$ cat src/rtl/ilk_pkg.sv
package ilk_pkg;

  // Dead time in clock cycles: 2.2 us at 100 MHz.
  localparam int unsigned DEFAULT_DEAD = 220;

  // One leg of a half-bridge, in "on" polarity.
  typedef struct packed {
    logic hi;
    logic lo;
  } leg_t;

endpackage

$ cat src/rtl/ilk_sync.sv
module ilk_sync #(
  parameter int unsigned WIDTH   = 3,
  parameter int unsigned STAGES  = 2,
  parameter logic        RST_VAL = 1'b1
) (
  input  logic             clk,
  input  logic             rst,
  input  logic [WIDTH-1:0] din,
  output logic [WIDTH-1:0] dout
);

  logic [WIDTH-1:0] stage_q [STAGES];

  always_ff @(posedge clk) begin
    if (rst) begin
      for (int s = 0; s < STAGES; s++) stage_q[s] <= {WIDTH{RST_VAL}};
    end else begin
      stage_q[0] <= din;
      for (int s = 1; s < STAGES; s++) stage_q[s] <= stage_q[s-1];
    end
  end

  assign dout = stage_q[STAGES-1];

endmodule

$ cat src/rtl/ilk_deadtime.sv
// Counts how long the partner gate has been off; grants turn-on once the
// dead-time window has elapsed (saturating counter).
module ilk_deadtime #(
  parameter int unsigned DEAD = 220
) (
  input  logic clk,
  input  logic rst,
  input  logic partner_on,
  output logic ready
);

  localparam int unsigned CW = (DEAD < 2) ? 1 : $clog2(DEAD + 1);
  localparam logic [CW-1:0] SAT    = CW'(DEAD);
  localparam logic [CW-1:0] THRESH = (DEAD == 0) ? '0 : CW'(DEAD - 1);

  logic [CW-1:0] off_cnt;

  always_ff @(posedge clk) begin
    if (rst)             off_cnt <= SAT;
    else if (partner_on) off_cnt <= '0;
    else if (off_cnt != SAT) off_cnt <= off_cnt + 1'b1;
  end

  // Grant looks one cycle ahead so the gate rises exactly DEAD edges later.
  assign ready = (off_cnt >= THRESH);

endmodule

$ cat src/rtl/ilk_phase.sv
// One leg: overlap trip, latch with "later input" release, gate registers.
module ilk_phase
  import ilk_pkg::*;
(
  input  logic clk,
  input  logic rst,
  input  leg_t req,        // synchronised commands, on = 1
  input  logic hi_ready,   // dead time elapsed for high side
  input  logic lo_ready,   // dead time elapsed for low side
  output leg_t gate,       // registered gate enables
  output logic trip_d      // next-state of the trip latch
);

  leg_t req_prev;
  leg_t late_q, late_d;
  logic trip_q;
  leg_t turn_on;
  logic release_now;

  // On-going edge of each synchronised command.
  assign turn_on.hi = req.hi & ~req_prev.hi;
  assign turn_on.lo = req.lo & ~req_prev.lo;

  assign release_now = (late_q.hi & turn_on.hi & ~req.lo) |
                       (late_q.lo & turn_on.lo & ~req.hi);

  always_comb begin
    trip_d = trip_q;
    late_d = late_q;
    if (trip_q) begin
      if (release_now) begin
        trip_d = 1'b0;
        late_d = '0;
      end
    end else if (req.hi && req.lo) begin
      trip_d = 1'b1;
      late_d = turn_on;
      if (turn_on == '0) late_d = '{hi: 1'b1, lo: 1'b1};
    end
  end

  always_ff @(posedge clk) begin
    if (rst) begin
      req_prev <= '0;
      late_q   <= '0;
      trip_q   <= 1'b0;
      gate     <= '0;
    end else begin
      req_prev <= req;
      late_q   <= late_d;
      trip_q   <= trip_d;
      gate.hi  <= req.hi & ~req.lo & ~trip_d & hi_ready & ~gate.lo;
      gate.lo  <= req.lo & ~req.hi & ~trip_d & lo_ready & ~gate.hi;
    end
  end

endmodule

$ cat src/rtl/arm_interlock.sv
module arm_interlock
  import ilk_pkg::*;
#(
  parameter int unsigned NUM_PHASES  = 3,
  parameter int unsigned DEAD_CYCLES = DEFAULT_DEAD,
  parameter int unsigned SYNC_STAGES = 2
) (
  input  logic                  clk,
  input  logic                  rst,
  input  logic [NUM_PHASES-1:0] cmd_hi_n,
  input  logic [NUM_PHASES-1:0] cmd_lo_n,
  output logic [NUM_PHASES-1:0] gate_hi,
  output logic [NUM_PHASES-1:0] gate_lo,
  output logic                  fault_n
);

  logic [NUM_PHASES-1:0] hi_n_s, lo_n_s;
  logic [NUM_PHASES-1:0] hi_rdy, lo_rdy, trip_d;

  ilk_sync #(.WIDTH(NUM_PHASES), .STAGES(SYNC_STAGES), .RST_VAL(1'b1)) u_sync_hi (
    .clk(clk), .rst(rst), .din(cmd_hi_n), .dout(hi_n_s));

  ilk_sync #(.WIDTH(NUM_PHASES), .STAGES(SYNC_STAGES), .RST_VAL(1'b1)) u_sync_lo (
    .clk(clk), .rst(rst), .din(cmd_lo_n), .dout(lo_n_s));

  for (genvar p = 0; p < NUM_PHASES; p++) begin : g_phase
    leg_t req, gate;

    assign req.hi = ~hi_n_s[p];
    assign req.lo = ~lo_n_s[p];

    // High side waits on the low gate, and vice versa.
    ilk_deadtime #(.DEAD(DEAD_CYCLES)) u_dt_hi (
      .clk(clk), .rst(rst), .partner_on(gate_lo[p]), .ready(hi_rdy[p]));

    ilk_deadtime #(.DEAD(DEAD_CYCLES)) u_dt_lo (
      .clk(clk), .rst(rst), .partner_on(gate_hi[p]), .ready(lo_rdy[p]));

    ilk_phase u_leg (
      .clk(clk), .rst(rst), .req(req),
      .hi_ready(hi_rdy[p]), .lo_ready(lo_rdy[p]),
      .gate(gate), .trip_d(trip_d[p]));

    assign gate_hi[p] = gate.hi;
    assign gate_lo[p] = gate.lo;
  end

  // Fault is registered on the same edge that cuts the gates.
  always_ff @(posedge clk) begin
    if (rst) fault_n <= 1'b1;
    else     fault_n <= ~(|trip_d);
  end

endmodule

$ cat config.mk
export PLATFORM = sky130hd
export DESIGN_NAME = arm_interlock
export DESIGN_NICKNAME = d
export VERILOG_FILES = /design/src/rtl/ilk_pkg.sv /design/src/rtl/ilk_sync.sv /design/src/rtl/ilk_deadtime.sv /design/src/rtl/ilk_phase.sv /design/src/rtl/arm_interlock.sv
export SDC_FILE = /design/constraint.sdc
export NUM_CORES = 1
export LEC_CHECK = 0
export ABC_AREA = 1
export ABC_CLOCK_PERIOD_IN_PS = 2120
export BUFFER_PORTS_ARGS = -buffer_cell sky130_fd_sc_hd__buf_2
export CAP_MARGIN = 20
export CORE_UTILIZATION = 58
export DETAILED_ROUTE_END_ITERATION = 7
export PLACE_DENSITY = 0.83
export SLEW_MARGIN = 20
export SYNTH_ARGS = -nofsm -noshare
export SYNTH_HDL_FRONTEND = slang
export SYNTH_HIERARCHICAL = 1
export SYNTH_SLANG_ARGS = --single-unit
$ cat constraint.sdc
create_clock -name clk -period 2.12 [get_ports clk]
set_clock_uncertainty 0.05 [all_clocks]
set_input_delay 0.424 -clock clk [delete_from_list [all_inputs] [get_ports clk]]
set_output_delay 0.424 -clock clk [all_outputs]
set_load 0.02 [all_outputs]
==> impl_metrics.json <==
{
  "status": "complete, no violations",
  "cts_tree": "done",
  "synth.distinct_cells": 20,
  "start_util": 0.609,
  "endpoint_kind": "output pin",
  "die_w_um": 87.0,
  "cts_buffers": 9,
  "yosys_register_bits": 82,
  "drt_iter0_markers": 225,
  "cts_root_buf": "clkbuf_8",
  "viasPerCell": 4.98,
  "fmax_mhz": 722,
  "synthToLayoutAreaGrowth_pct": 8.91,
  "arrival_ns": 0.91,
  "cts_buffer_depth": 2,
  "finalSetupTns_ns": 0,
  "postCtsSetupBuffers": 0,
  "reg2reg_depth": 8,
  "whs_path_depth": 3,
  "ant_nets": 0,
  "yosys_warnings": 6,
  "drive_gt1_frac": 0.115,
  "clk_latency_ns": 0.35,
  "timing.final.max_slew_violations": 0,
  "cp_top_family": "flip-flops",
  "core_area_sq_um": 6870,
  "port_buffers": 14,
  "rows": 30,
  "grt_pass1_wl_mm": 13.5,
  "critPathSlowestCell": "dfxtp_1",
  "dieArea_sq_um": 7560,
  "crit_end": "gate_lo[1]",
  "max-vdd-ir-drop_mv": 0.446,
  "cp-startpoint": "g_phase[1].u_leg/gate[0]",
  "critPathMaxFanout": 3,
  "yosysTopAreaCellShare": 0.392,
  "place.gp.congestion": 0.866,
  "leakage_nw": 2.35,
  "syn_avg_cell_area_sq_um": 6.89,
  "die_y_um": 87.0,
  "cts.sinks": 82,
  "cts_resized": 0,
  "finalNonFillerCells": 729,
  "path_clk_slew_ns": 0.07,
  "place_inst": 713,
  "cap_violations": 0,
  "rsz0062_at_grt": "false",
  "antenna_found_initial": 0,
  "fin_nets": 648,
  "finalCritPeriodShare": 0.653,
  "cp_num_buf_inv": 1,
  "hold_path.class": "input pin to flip-flop",
  "remaining_drc_errors": 0,
  "min_period_ns": 1.38,
  "ff_latch_area_sq_um": 1640,
  "grt_usage": 0.222,
  "io_pins": 15,
  "setup_violations": 0,
  "post-route-util": 0.664,
  "wl_per_cell_um": 10.4,
  "totalWireLength_mm": 7.58,
  "firstDrtPassIters": 4,
  "final_area_sq_um": 4560,
  "finalWorstSetupSlack_ns": 0.735,
  "max_stage_delay_ns": 0.38,
  "startpoint_type": "flip-flop",
  "synth_area_leaders": "dfxtp_1 39%, nand2_1 13%, nand3_1 11%",
  "crit_type": "flip-flop to output pin",
  "worstPathCellList": "buf_2",
  "rrSetupSlack_ns": 0.81,
  "cts_hold_buf": 0,
  "fill_cells": 585,
  "cts_max_level": 3,
  "synthesis.area_sq_um": 4190,
  "hold_viol_final": 0,
  "multiInputGateArea_sq_um": 2070,
  "cp_num_cells": 1,
  "yosysSeqAreaShare": 0.392,
  "diodes": 0,
  "critPathRequiredTime_ns": 1.65,
  "post-dp-hpwl_mm": 5.69,
  "powerDensity_nw_per_um2": 808,
  "r2r_end": "fault_n",
  "relSlewSlack": 0.688,
  "r2r-start": "u_sync_hi/stage_q[0][5]",
  "post-place-ws_ns": 0.482,
  "vias": 3630,
  "grt_pass1_vias": 3403,
  "synthCells": 608,
  "grt_max_degree": 23,
  "worst_pin_slew_ns": 0.468,
  "syn_nets": 628,
  "synth_top_area_cell": "dfxtp_1",
  "dpl_cell_area_sq_um": 4340,
  "grt-ovfl-total": 0
}
==> cell type report <==
class / count / area share
clock inverter: 4 / 0.0165
multi-input combinational: 405 / 0.454
sequential: 82 / 0.360
clock buffer: 12 / 0.0318
timing repair buffer: 15 / 0.0170
tap: 96 / 0.0263
inverter: 115 / 0.0947
==> report_power, final <==
part / switching (W) / internal (W) / leakage, nW
Combinational: 0.000414 / 0.000253 / 1.57
Sequential: 0.000133 / 0.00166 / 0.677
Clock: 0.000527 / 0.000696 / 0.103
Total: 0.00107 / 0.00261 / 2.35
==> logic make-up after synthesis <==
family / after synthesis / synth area share
flip-flops: 82 / 0.392
buffers and inverters: 121 / 0.114
AO/OA/AOI/OAI: 48 / 0.0655
adder cells (fa/ha/maj): 12 / 0.0359
AND/OR/NAND/NOR: 339 / 0.380
XOR/XNOR: 6 / 0.0126
==> state kept, by name, summed over array words and instances, names as in the netlist <==
name	count
g_phase.u_dt_hi/off_cnt	24
g_phase.u_dt_lo/off_cnt	24
g_phase.u_leg/gate	6
g_phase.u_leg/late_q	6
g_phase.u_leg/req_prev	6
u_sync_hi/stage_q	6
u_sync_lo/stage_q	6
g_phase.u_leg/trip_q	3
fault_n	1
==> how the worst min path moves through the flow <==
stage,slack [ns],from,end
floorplan,0.33,u_sync_hi/stage_q[0][1],u_sync_hi/stage_q[0][4]
finish,0.21,cmd_hi_n[0],u_sync_hi/stage_q[0][0]
global placement,0.34,u_sync_lo/stage_q[0][1],u_sync_lo/stage_q[0][4]
CTS,0.20,cmd_hi_n[0],u_sync_hi/stage_q[0][0]
detailed placement,0.35,u_sync_hi/stage_q[0][1],u_sync_hi/stage_q[0][4]
global route,0.21,cmd_hi_n[2],u_sync_hi/stage_q[0][2]
==> stage by stage <==
stage                     hold slack, ns  total power, W
final                              0.206         0.00369
after global routing               0.206         0.00390
after CTS                          0.197         0.00372
after detailed placement           0.346         0.00249
after global placement             0.339         0.00247
after floorplan                    0.330         0.00235
==> Yosys cell counts (all sizes together) <==
master  instances
dfxtp          82
o21bai          6
buf             6
a21oi          33
inv           115
nor3            9
o21ai           3
nand3          93
xor2            6
o22ai           6
or2             3
ha             12
nand2         161
nor2           73
==> metal layers <==
layer	track usage	up-vias	share of wire
li1	-	1929	-
met1	0.267	1622	0.46
met2	0.389	60	0.49
met3	0.0360	19	0.034
met4	0.0985	0	0.020
met5	0	-	0
==> cell usage in the layout (no fill, tap or decap) <==
| master | Yosys | final |
|---|---|---|
| nand2_2 | 6 | 6 |
| dfxtp_1 | 82 | 82 |
| clkinvlp_4 | 0 | 2 |
| clkbuf_8 | 0 | 10 |
| nor2_4 | 12 | 12 |
| or2_1 | 3 | 3 |
| inv_1 | 101 | 101 |
| nor2_1 | 61 | 61 |
| a21oi_2 | 3 | 3 |
| o22ai_1 | 6 | 6 |
| buf_4 | 6 | 1 |
| clkbuf_1 | 0 | 2 |
| xor2_1 | 6 | 6 |
| a21oi_1 | 30 | 30 |
| ha_1 | 12 | 12 |
| o21ai_0 | 3 | 3 |
| nand2_1 | 149 | 149 |
| nor3_4 | 3 | 3 |
| nand2_4 | 6 | 6 |
| inv_2 | 14 | 14 |
| bufinv_16 | 0 | 2 |
| nand3_1 | 93 | 93 |
| o21bai_1 | 6 | 6 |
| nor3_1 | 6 | 6 |
| buf_2 | 0 | 14 |
(Power assumes the default switching activity.)
